## config.mk

```make
export PLATFORM = sky130hd
export DESIGN_NAME = decim_phase_ctrl
export DESIGN_NICKNAME = d
export VERILOG_FILES = /design/src/rtl/phz_pkg.sv /design/src/rtl/phz_clip.sv /design/src/rtl/phz_max_pick.sv /design/src/rtl/decim_phase_ctrl.sv
export SDC_FILE = /design/constraint.sdc
export NUM_CORES = 1
export LEC_CHECK = 0
export BUFFER_PORTS_ARGS = -buffer_cell sky130_fd_sc_hd__buf_2
export CAP_MARGIN = 20
export CORE_ASPECT_RATIO = 0.9
export CORE_MARGIN = 10
export CORE_UTILIZATION = 51
export DETAILED_ROUTE_END_ITERATION = 8
export PLACE_DENSITY = 0.69
export SYNTH_ARGS = -nofsm -noshare
export SYNTH_HDL_FRONTEND = slang
export SYNTH_HIERARCHICAL = 1
export SYNTH_SLANG_ARGS = --single-unit
```

## constraint.sdc

```tcl
create_clock -name clk -period 16.05 [get_ports clk]
set_input_delay 1.605 -clock clk [delete_from_list [all_inputs] [get_ports clk]]
set_output_delay 1.605 -clock clk [all_outputs]
set_load 0.1 [all_outputs]
```

## src/rtl/phz_pkg.sv

```systemverilog
package phz_pkg;
    parameter int PH_W         = 10;
    parameter int OSR_LOG2_MIN = 6;
    parameter int OSR_CODE_MAX = 8;
    parameter int CAP_LOG2     = 10;
    localparam int CNT_W       = OSR_LOG2_MIN + OSR_CODE_MAX;
    localparam int LG_W        = $clog2(CNT_W + 1);

    typedef logic [CNT_W-1:0] cnt_t;
    typedef logic [LG_W-1:0]  lg_t;

    function automatic lg_t code_to_lg(input logic [3:0] code);
        if (int'(code) > OSR_CODE_MAX)
            return lg_t'(OSR_LOG2_MIN + OSR_CODE_MAX);
        return lg_t'(OSR_LOG2_MIN + int'(code));
    endfunction
endpackage

```

## src/rtl/phz_clip.sv

```systemverilog
module phz_clip
    import phz_pkg::*;
(
    input  lg_t              lg,
    input  logic [PH_W-1:0]  raw,
    output logic [PH_W-1:0]  clipped
);
    logic signed [PH_W:0] half_s;
    logic signed [PH_W:0] raw_s;

    always_comb begin
        raw_s   = {raw[PH_W-1], raw};
        half_s  = '0;
        clipped = raw;
        if (int'(lg) <= CAP_LOG2) begin
            half_s = (PH_W+1)'(1) <<< (lg - lg_t'(1));
            if (raw_s > half_s - (PH_W+1)'(1))
                clipped = PH_W'(half_s - (PH_W+1)'(1));
            else if (raw_s < -half_s)
                clipped = PH_W'(-half_s);
        end
    end
endmodule

```

## src/rtl/phz_max_pick.sv

```systemverilog
module phz_max_pick
    import phz_pkg::*;
#(
    parameter int NUM_CH = 3,
    localparam int IDX_W = (NUM_CH > 1) ? $clog2(NUM_CH) : 1
) (
    input  logic [NUM_CH*PH_W-1:0] ph,
    output logic [IDX_W-1:0]       idx
);
    always_comb begin
        logic signed [PH_W-1:0] best;
        idx  = '0;
        best = $signed(ph[PH_W-1:0]);
        for (int i = 1; i < NUM_CH; i++) begin
            if ($signed(ph[i*PH_W +: PH_W]) > best) begin
                best = $signed(ph[i*PH_W +: PH_W]);
                idx  = IDX_W'(i);
            end
        end
    end
endmodule

```

## src/rtl/decim_phase_ctrl.sv

```systemverilog
module decim_phase_ctrl
    import phz_pkg::*;
#(
    parameter int NUM_CH = 3,
    localparam int IDX_W = (NUM_CH > 1) ? $clog2(NUM_CH) : 1,
    localparam int PV_W  = NUM_CH * PH_W
) (
    input  logic              clk,
    input  logic              rst,
    input  logic              mod_tick,
    input  logic [3:0]        osr_code,
    input  logic [PV_W-1:0]   phase_raw,
    output logic [NUM_CH-1:0] win_strobe,
    output logic [PV_W-1:0]   phase_active,
    output logic              data_rdy
);
    typedef struct packed {
        cnt_t              cnt;
        lg_t               lg;
        logic [PV_W-1:0]   ph;
        logic [IDX_W-1:0]  maxi;
        logic              armed;
        logic [NUM_CH-1:0] stb;
        logic              drdy;
    } st_t;

    st_t s_d, s_q;

    lg_t              lg_in;
    logic [PV_W-1:0]  clip_in;
    logic [IDX_W-1:0] maxi_in;
    cnt_t             osr_m1;
    logic [CNT_W:0]   osr_full;
    cnt_t             targ [NUM_CH];
    logic             wrap;
    logic             load;

    assign lg_in = code_to_lg(osr_code);

    for (genvar n = 0; n < NUM_CH; n++) begin : g_ch
        logic [CNT_W:0] sum;
        phz_clip u_clip (
            .lg      (lg_in),
            .raw     (phase_raw[n*PH_W +: PH_W]),
            .clipped (clip_in[n*PH_W +: PH_W])
        );
        assign sum = {1'b0, osr_m1}
                   + {{(CNT_W+1-PH_W){s_q.ph[n*PH_W+PH_W-1]}}, s_q.ph[n*PH_W +: PH_W]};
        assign targ[n] = sum[CNT_W-1:0] & osr_m1;
    end

    phz_max_pick #(.NUM_CH(NUM_CH)) u_max (
        .ph  (clip_in),
        .idx (maxi_in)
    );

    always_comb begin
        osr_full = (CNT_W+1)'(1) << s_q.lg;
        osr_m1   = cnt_t'(osr_full - (CNT_W+1)'(1));
        wrap     = mod_tick && (s_q.cnt == osr_m1);
        load     = rst || wrap;
    end

    always_comb begin
        s_d      = s_q;
        s_d.drdy = s_q.stb[s_q.maxi];
        for (int n = 0; n < NUM_CH; n++)
            s_d.stb[n] = mod_tick && s_q.armed && (s_q.cnt == targ[n]);
        if (mod_tick)
            s_d.cnt = wrap ? '0 : s_q.cnt + cnt_t'(1);
        if (wrap)
            s_d.armed = 1'b1;
        if (load) begin
            s_d.lg   = lg_in;
            s_d.ph   = clip_in;
            s_d.maxi = maxi_in;
        end
        if (rst) begin
            s_d.cnt   = '0;
            s_d.armed = 1'b0;
            s_d.stb   = '0;
            s_d.drdy  = 1'b0;
        end
    end

    always_ff @(posedge clk) begin
        s_q <= s_d;
    end

    assign win_strobe   = s_q.stb;
    assign phase_active = s_q.ph;
    assign data_rdy     = s_q.drdy;

    // counter never leaves the active period
    p_cnt_range_r2: assert property (@(posedge clk) disable iff (rst)
        s_q.cnt <= osr_m1);

    // strobes only follow a tick edge
    p_strobe_tick_r9: assert property (@(posedge clk) disable iff (rst)
        (win_strobe != '0) |-> $past(mod_tick));

    // data-ready always trails a strobe by one cycle
    p_drdy_src_r7: assert property (@(posedge clk) disable iff (rst)
        data_rdy |-> ($past(win_strobe) != '0));

    // quiet until the first period has completed
    p_unarmed_quiet_r8: assert property (@(posedge clk) disable iff (rst)
        !$past(s_q.armed) |-> (win_strobe == '0));

    // settings only change on a load edge
    p_hold_r6: assert property (@(posedge clk) disable iff (rst)
        !$past(load) |-> ($stable(phase_active) && $stable(s_q.lg)));

    // active offsets lie inside the legal window
    for (genvar n = 0; n < NUM_CH; n++) begin : g_chk
        logic signed [PH_W:0] half_a;
        logic signed [PH_W:0] ph_a;
        assign half_a = (PH_W+1)'(1) <<< (s_q.lg - lg_t'(1));
        assign ph_a   = {s_q.ph[n*PH_W+PH_W-1], s_q.ph[n*PH_W +: PH_W]};
        p_clip_range_r3: assert property (@(posedge clk) disable iff (rst)
            (int'(s_q.lg) > CAP_LOG2) || ((ph_a >= -half_a) && (ph_a < half_a)));
    end
endmodule

```

Yosys cells after proc, flatten, opt, wreduce, memory -nomap -nowiden
Index checks and enable logic that the tools add are counted.
{"block": "totals", "ff_bits": 55, "in_bits": 37, "word_cells": 59}
{"block": "classes", "n_addsub": 9, "muxes": 17, "magnitude_cmp": 11, "bitwise_logic": 3, "eq_ne": 4, "shift": 2, "reduce_logical": 6}
{"operator": "two-way mux 10 bit", "count": 10}
{"operator": "== test 14 bit", "count": 4}
{"operator": "adder 14 bit", "count": 3}
{"operator": "bitwise AND 14 bit", "count": 3}
{"operator": "greater-than comparator 10 x 11 -> 1 bit", "count": 3}
{"operator": "less-than comparator 10 x 11 -> 1 bit", "count": 3}
{"operator": "greater-than comparator 10 bit", "count": 2}
{"operator": "adder 14 x 1 -> 14 bit, second input constant", "count": 1}
{"operator": "two-way mux 14 bit", "count": 1}
{"operator": "left shift 1 x 4 -> 14 bit, first input constant", "count": 1}
{"operator": "subtractor 14 x 1 -> 14 bit, second input constant", "count": 1}
{"operator": "negator 11 bit", "count": 1}
{"operator": "<<< shifter 2 x 4 -> 11 bit, first input constant", "count": 1}
{"operator": "subtractor 11 x 2 -> 11 bit, second input constant", "count": 1}
{"operator": "two-way mux 4 bit", "count": 2}
{"operator": "logical AND 1 bit", "count": 5}
{"operator": "adder 3 x 4 -> 4 bit, first input constant", "count": 1}
{"operator": "greater-than comparator 4 bit, second input constant", "count": 1}
{"operator": "less-or-equal comparator 4 bit, second input constant", "count": 1}
{"operator": "subtractor 4 x 1 -> 4 bit, second input constant", "count": 1}
{"operator": "less-than comparator 2 x 3 -> 1 bit, second input constant", "count": 1}
{"operator": "two-way mux 1 bit", "count": 3}
{"operator": "binary-select mux 1 bit (select 2 bit)", "count": 1}
{"operator": "logical OR 1 bit", "count": 1}

Longest topological paths before layout
Gate-level depths: netlist of run 1.
{"block": "logic_depth", "depth_word": 13, "ltp_mapped": 31, "ltp_nobuf": 31}

Hierarchy
The synthesis of run 1 kept the hierarchy.
{"module": "decim_phase_ctrl", "cells_each": 600, "instances": 1, "area_each_um2": 5246.3}
{"module": "phz_clip", "cells_each": 176, "instances": 3, "area_each_um2": 1222.4}
{"module": "phz_max_pick", "cells_each": 76, "instances": 1, "area_each_um2": 631.9}

Worst setup path after synthesis of run 1
OpenSTA, ideal clock, no wires.
{"block": "synth_timing", "path_kind": "input to register", "from": "input port osr_code[1]", "to": "register s_q[6] (netlist bit) (data pin)", "path_stages": 29, "path_slack_ns": 7.954, "t_arrival_ns": 7.820, "t_required_ns": 15.774, "setup_ns": 0.276, "path_cell_list": "inv_1 -> ha_1 -> a21oi_1 -> nor2_1 -> nand2_1 -> ha_1 -> nor3b_1 -> a22oi_1 -> inv_1 -> ha_1 -> nand4_2 -> o221a_4 -> a211oi_4 -> o31ai_2 -> and3_1 -> a211oi_1 -> inv_1 -> ha_1 -> and4_4 -> and2_4 -> a221oi_2 -> a311oi_2 -> buf_6 -> mux2i_1 -> ha_1 -> a21o_1 -> a21o_1 -> a2111oi_0 -> nor3_1"}
{"block": "synth_between", "elab_chain_cells": 13, "word_cells_on_any_way": 27, "classes_between": "add/sub (4); order compare (10); shift (1); mux (12)"}
{"item": "from (decl)", "line_no": "decim_phase_ctrl.sv:11", "source": "input logic [3:0] osr_code,"}
{"item": "greater-than comparator 4 bit", "line_no": "phz_pkg.sv:13", "source": "if (int'(code) > OSR_CODE_MAX)"}
{"item": "two-way mux 1 bit", "line_no": "phz_pkg.sv:13"}
{"item": "two-way mux 4 bit (*)", "line_no": "phz_pkg.sv:15", "source": "return lg_t'(OSR_LOG2_MIN + int'(code));"}
{"item": "named net lg_in[3]", "line_no": "decim_phase_ctrl.sv:29", "source": "lg_t lg_in;"}
{"item": "subtractor 4 x 1 -> 4 bit", "line_no": "phz_clip.sv:16", "source": "half_s = (PH_W+1)'(1) <<< (lg - lg_t'(1));"}
{"item": "<<< shifter 2 x 4 -> 11 bit", "line_no": "phz_clip.sv:16"}
{"item": "negator 11 bit", "line_no": "phz_clip.sv:19", "source": "else if (raw_s < -half_s)"}
{"item": "less-than comparator 10 x 11 -> 1 bit", "line_no": "phz_clip.sv:19"}
{"item": "two-way mux 10 bit", "line_no": "phz_clip.sv:19"}
{"item": "two-way mux 10 bit", "line_no": "phz_clip.sv:17", "source": "if (raw_s > half_s - (PH_W+1)'(1))"}
{"item": "two-way mux 10 bit (*)", "line_no": "phz_clip.sv:15", "source": "if (int'(lg) <= CAP_LOG2) begin"}
{"item": "named net clip_in[9]", "line_no": "decim_phase_ctrl.sv:30", "source": "logic [PV_W-1:0] clip_in;"}
{"item": "greater-than comparator 10 bit", "line_no": "phz_max_pick.sv:15", "source": "if ($signed(ph[i*PH_W +: PH_W]) > best) begin"}
{"item": "two-way mux 10 bit (*)", "line_no": "phz_max_pick.sv:15"}
{"item": "greater-than comparator 10 bit (*)", "line_no": "phz_max_pick.sv:15"}
{"item": "to (signal assigned)", "line_no": "decim_phase_ctrl.sv:87", "source": "s_q <= s_d;"}
{"item": "to (decl)", "line_no": "decim_phase_ctrl.sv:27", "source": "st_t s_d, s_q;"}
Mark *: on every way through the listed nets, which the timed path passes. The rest lies on a longest branch.
A chain may end at the register's enable or synchronous reset.

Final worst setup path of run 1
Same ends and word-level chain as after synthesis.

==> flow_summary.toml, run 1 <==
[drt]
drt_wl_total_mm = 26.60
drcViolationCount = 0
first_pass_iters = 6
drtIter0Drc = 856
wl_per_cell_um = 18.27
vias_per_cell = 6.068
vias = 8835
drtAntennaViolNets = 0

[cts]
tritoncts = "yes"
clk_pin_slew_ps = 70
cts_root_buffer = "clkbuf_16"
cts.sinks = 55
max-clock-path-buffers = 2
insertion_delay_ps = 300
cts_buffers = 5
postCtsSetupBuffers = 0
ctsHoldBuffers = 0
htree_levels = 2
postCtsResizedCells = 0

[yosys]
synth-async-reset-ratio_pct = 0
synth_edf_count = 36
ys_warn_count = 6
ys_types = 89
ys_seq_area_share_pct = 15.31
synth.top_cell.area_share_pct = 17.96
syn_inst = 1204
synth_largest_area_cell = "ha_1"
synthesis.area_um2 = 9545
ys_ff_latch = 55
synth_area_per_cell_um2 = 7.928
syn_nets = 1381
synth-main-ff-cell = "edfxtp_1"
synth_area_leaders = "ha_1 18%, edfxtp_1 11%, nand2_1 4.9%"

[final_layout]
final_common_cell = "ha_1"
stdcell_count = 1456
insertedDiodeCount = 0
fillerInstances = 1772
nets = 1387
final_cell_mix = "137 x ha_1, 124 x nand2_1, 83 x inv_1, 78 x nor2_1, 70 x buf_2"
final_area_um2 = 9957
regArea_um2 = 1461
multiInputGateArea_um2 = 7263
drive_gt1_share_pct = 13.46
area_growth_syn_to_layout_pct = 4.312

[timing]
slew_headroom_pct = 27.35
finalCritPeriodShare_pct = 58.21
worst_pin_slew_ps = 1090
fmax_ghz = 0.1070
slew_viol_final = 0
tns_ps = 0
hold_viol = 0
final.min_clock_period_ps = 9343
grt_setup_unrepaired = "no"
final-setup-viol-count = 0
finClkSkew_ps = 7.036

[setup_path]
endpoint_kind = "flop"
cp.required_ps = 16080
worstPathMaxFanout = 46
crit_type = "in -> reg"
crit_top_cell = "ha_1"
r2r_start = "s_q[39]$_DFFE_PP_"
critPathMaxStageDelay_ps = 930
critPathLaunchType = "input port"
critPathSlowestCell = "a311oi_2"
cp.arrival_ps = 9380
crit_start = "osr_code[1]"

[die]
rows = 47
ios = 71
start_util_pct = 51.86
chipWidth_um = 164.2
core_area_um2 = 18410
dieArea_um2 = 24600
die_y_um = 149.8

[placement]
gp_congestion = 0.9336
numPlacedInstances = 1447
dp_hpwl_mm = 21.19
dpl-instance-area_um2 = 9779
portBuffers = 70

[run_status]
status = "finished clean"

[job]
maxCapViolCount = 0

[grt]
grt_pass1_wl_mm = 42.69
antenna_found_initial = 0
grt.overflow.total = 0
grt_max_degree = 50
grt_usage_pct = 21.03
grt_pass1_vias = 8239

[pwr]
p_leak_nw = 4.381
vdd_drop_max_mv = 0.04712
power_density_nw_per_um2 = 96.25

[min_path]
hold_start = "s_q[4]$_SDFFE_PP0P_"
holdCritPathClass = "reg -> reg"
-- cell usage after synthesis (16+ instances only) --
master,n
xor2_1,27
o21ai_1,16
o21ai_0,46
nand4_1,21
xnor2_1,48
nor2b_1,19
nand3_1,17
dfxtp_1,19
nor3_1,32
inv_1,82
buf_2,19
mux2i_1,21
edfxtp_1,36
nor2_1,78
buf_4,37
a21oi_1,62
nand2_1,124
a211o_1,19
ha_1,137
o31ai_1,28
clkbuf_1,16
o22ai_1,24
a21o_1,16
-- cells by family (layout without fill, tap and decap cells) --
| logic type | count (synthesis) | after routing | share of synthesized area [%] |
|---|---|---|---|
| adder cells (fa/ha/maj) | 140 | 140 | 18.59 |
| AO/OA/AOI/OAI | 322 | 322 | 24.71 |
| flip-flops | 55 | 55 | 15.31 |
| multiplexers | 24 | 24 | 2.556 |
| AND/OR/NAND/NOR | 418 | 418 | 23.18 |
| buffers and inverters | 170 | 177 | 8.782 |
| XOR/XNOR | 75 | 75 | 6.882 |
-- flip-flops by register name (all words and copies together), names as in the netlist --
signal / flops
win_strobe: 3
s_q: 21
phase_active: 30
data_rdy: 1
-- layer usage --
metal / wire length, um / global-route usage, % / vias to the layer above
li1: - / - / 4398
met1: 12160 / 28.52 / 4024
met2: 11970 / 34.07 / 357
met3: 1774 / 3.021 / 56
met4: 694 / 5.670 / 0
met5: 0 / 0 / -
-- final cells by class --
| cell class | count | share of cell area (%) |
|---|---|---|
| flip-flops and latches | 55 | 14.68 |
| clock inverters | 1 | 0.03770 |
| clock buffers | 7 | 1.546 |
| well taps | 245 | 3.079 |
| repair buffers | 79 | 4.323 |
| inverters | 90 | 3.393 |
| multi-input cells | 979 | 72.95 |
-- metrics by stage --
step	setup slack (ps)	hold slack, ps	power, mW	utilization [%]
global placement	6740	456.3	0.8214	53.13
CTS	6805	483.9	0.9498	53.99
global route	6163	532.8	1.025	54.10
detailed placement	6474	468.3	0.8299	53.13
finish	6707	481.5	0.9584	54.10
floorplan	7954	440.5	0.7166	-
-- where the power goes --
group	internal, mW	switching, mW	total, mW
Sequential	0.175	0.0252	0.200
Clock	0.0671	0.0524	0.119
Combinational	0.231	0.409	0.639
-- final timing paths --
check	to	slack [ps]	cells after the start
setup / recovery	s_q[6]$_DFFE_PP_	6710	30
hold / removal	s_q[4]$_SDFFE_PP0P_	480	2
setup reg to reg	win_strobe[2]$_SDFF_PP0_	10890	15
hold reg to reg	s_q[4]$_SDFFE_PP0P_	480	2
-- critical path: cells and delay by family --
kind | cells | cell delay (ps)
AND/OR/NAND/NOR | 9 | 2370
multiplexers | 1 | 280
buffers and inverters | 4 | 620
adder cells (fa/ha/maj) | 4 | 1200
AO/OA/AOI/OAI | 12 | 3280
No activity file was read; power rests on OpenSTA's default activity.
==> run 2: changes to the inputs <==
==> constraint.sdc (replaced) <==
create_clock -name clk -period 9.6 [get_ports clk]
set_input_delay 0.96 -clock clk [delete_from_list [all_inputs] [get_ports clk]]
set_output_delay 0.96 -clock clk [all_outputs]
set_load 0.1 [all_outputs]
==> run 2 against run 1 <==
Die area unchanged. Core utilization up 0.21 points. Flip-flop and latch count unchanged. Clock-buffer cell count down 1. Combinational power up 67%. Global-route usage up 0.24 points. Largest power group unchanged. Highest routed layer unchanged.
==> flow_summary.toml, run 2 (synthesis results as in run 1) <==
[run_status]
status = "finished clean"

[setup_path]
critPathLaunchType = "input port"
critPathMaxStageDelay_ps = 590
endpoint_kind = "flop"
critPathSlowestCell = "a2111oi_0"
cp.arrival_ps = 8280
cp.required_ps = 9620
worstPathMaxFanout = 21
crit_start = "osr_code[1]"
r2r_start = "s_q[39]$_DFFE_PP_"
crit_type = "in -> reg"
crit_top_cell = "ha_1"

[grt]
antenna_found_initial = 0
grt_pass1_wl_mm = 43.07
grt_max_degree = 50
grt.overflow.total = 0
grt_usage_pct = 21.26
grt_pass1_vias = 8106

[timing]
fmax_ghz = 0.1211
final-setup-viol-count = 0
grt_setup_unrepaired = "no"
finalCritPeriodShare_pct = 86.03
finClkSkew_ps = 6.589
slew_headroom_pct = 41.23
holdWs_ps = 482.4
hold_viol = 0
final.min_clock_period_ps = 8259
slew_viol_final = 0
tns_ps = 0
worst_pin_slew_ps = 881.5

[drt]
wl_per_cell_um = 18.47
drt_wl_total_mm = 26.91
drcViolationCount = 0
vias_per_cell = 6.051
drtIter0Drc = 775
vias = 8817
first_pass_iters = 5
drtAntennaViolNets = 0

[die]
chipWidth_um = 164.2
die_y_um = 149.8
dieArea_um2 = 24600
start_util_pct = 51.86
core_area_um2 = 18410
ios = 71
rows = 47

[final_layout]
area_growth_syn_to_layout_pct = 4.719
nets = 1388
largest_reg_flops = 30
insertedDiodeCount = 0
drive_gt1_share_pct = 13.61
fillerInstances = 1762
final_common_cell = "ha_1"
postLayoutCoreUtil_pct = 54.31
final_cell_mix = "137 x ha_1, 124 x nand2_1, 82 x inv_1, 78 x nor2_1, 70 x buf_2"

[cts]
max-clock-path-buffers = 2
clk_pin_slew_ps = 70
cts_buffers = 5
cts_root_buffer = "clkbuf_16"
tritoncts = "yes"
htree_levels = 2
postCtsResizedCells = 0
insertion_delay_ps = 300
cts.sinks = 55
ctsHoldBuffers = 0
postCtsSetupBuffers = 0

[pwr]
vdd_drop_max_mv = 0.08673
p_leak_nw = 4.397
power_density_nw_per_um2 = 164.1

[min_path]
holdCritPathClass = "reg -> reg"
hold_start = "s_q[4]$_SDFFE_PP0P_"

[job]
maxCapViolCount = 0

[placement]
gp_congestion = 0.9319
dp_hpwl_mm = 21.41
portBuffers = 70
-- run 2: changes by cell type in the layout (fill, tap and decap cells not counted), sizes merged --
cell / previous run / this run
inv: 88 / 87
buf: 79 / 80
clkbuf: 7 / 6
bufinv: 0 / 2
-- run 2: metrics by stage --
step	setup slack [ps]	power [mW]	instances	cell area, um^2
after floorplan	2149	1.198	1204	9545
after global placement	1385	1.377	1448	9787
after detailed placement	1077	1.392	1448	9787
after CTS	1392	1.633	1456	9976
after global routing	840.6	1.760	1457	9996
final	1341	1.641	1457	9996
-- run 2: metal layers --
layer	global-route usage [%]	part of all wire, %
met1	29.50	46
met2	34.70	46
met3	2.389	6.2
met4	4.464	1.8
met5	0	0
-- run 2: critical path: cells and delay by family --
family	cells	cell delay, ps
and+or+nand+nor	10	2440
buffers and inverters	4	620
AOI/OAI and AO/OA	11	2810
muxes	1	210
adders and majority gates	4	1210
-- run 2: worst paths after layout --
kind | slack [ps] | to | cells past startpoint
worst min-delay path | 480 | s_q[4]$_SDFFE_PP0P_ | 2
worst min register to register | 480 | s_q[4]$_SDFFE_PP0P_ | 2
worst max register to register | 4320 | win_strobe[2]$_SDFF_PP0_ | 17
worst max-delay path | 1340 | s_q[6]$_DFFE_PP_ | 30
-- run 2: area by class of cell --
type	count	area (um^2)	area share [%]
repair buffers	80	437.9	4.381
clock buffers	6	128.9	1.289
well taps	245	306.5	3.067
clock inverters	2	60.06	0.6008
inverters	90	337.8	3.380
multi-input cells	979	7263	72.66
flip-flops and latches	55	1461	14.62
-- run 2: power by group --
| group | internal, mW | leakage [nW] | switching [mW] | total [mW] |
|---|---|---|---|---|
| combinational | 0.387 | 3.80 | 0.685 | 1.07 |
| sequential | 0.292 | 0.507 | 0.0418 | 0.334 |
| clock | 0.150 | 0.0911 | 0.0851 | 0.235 |
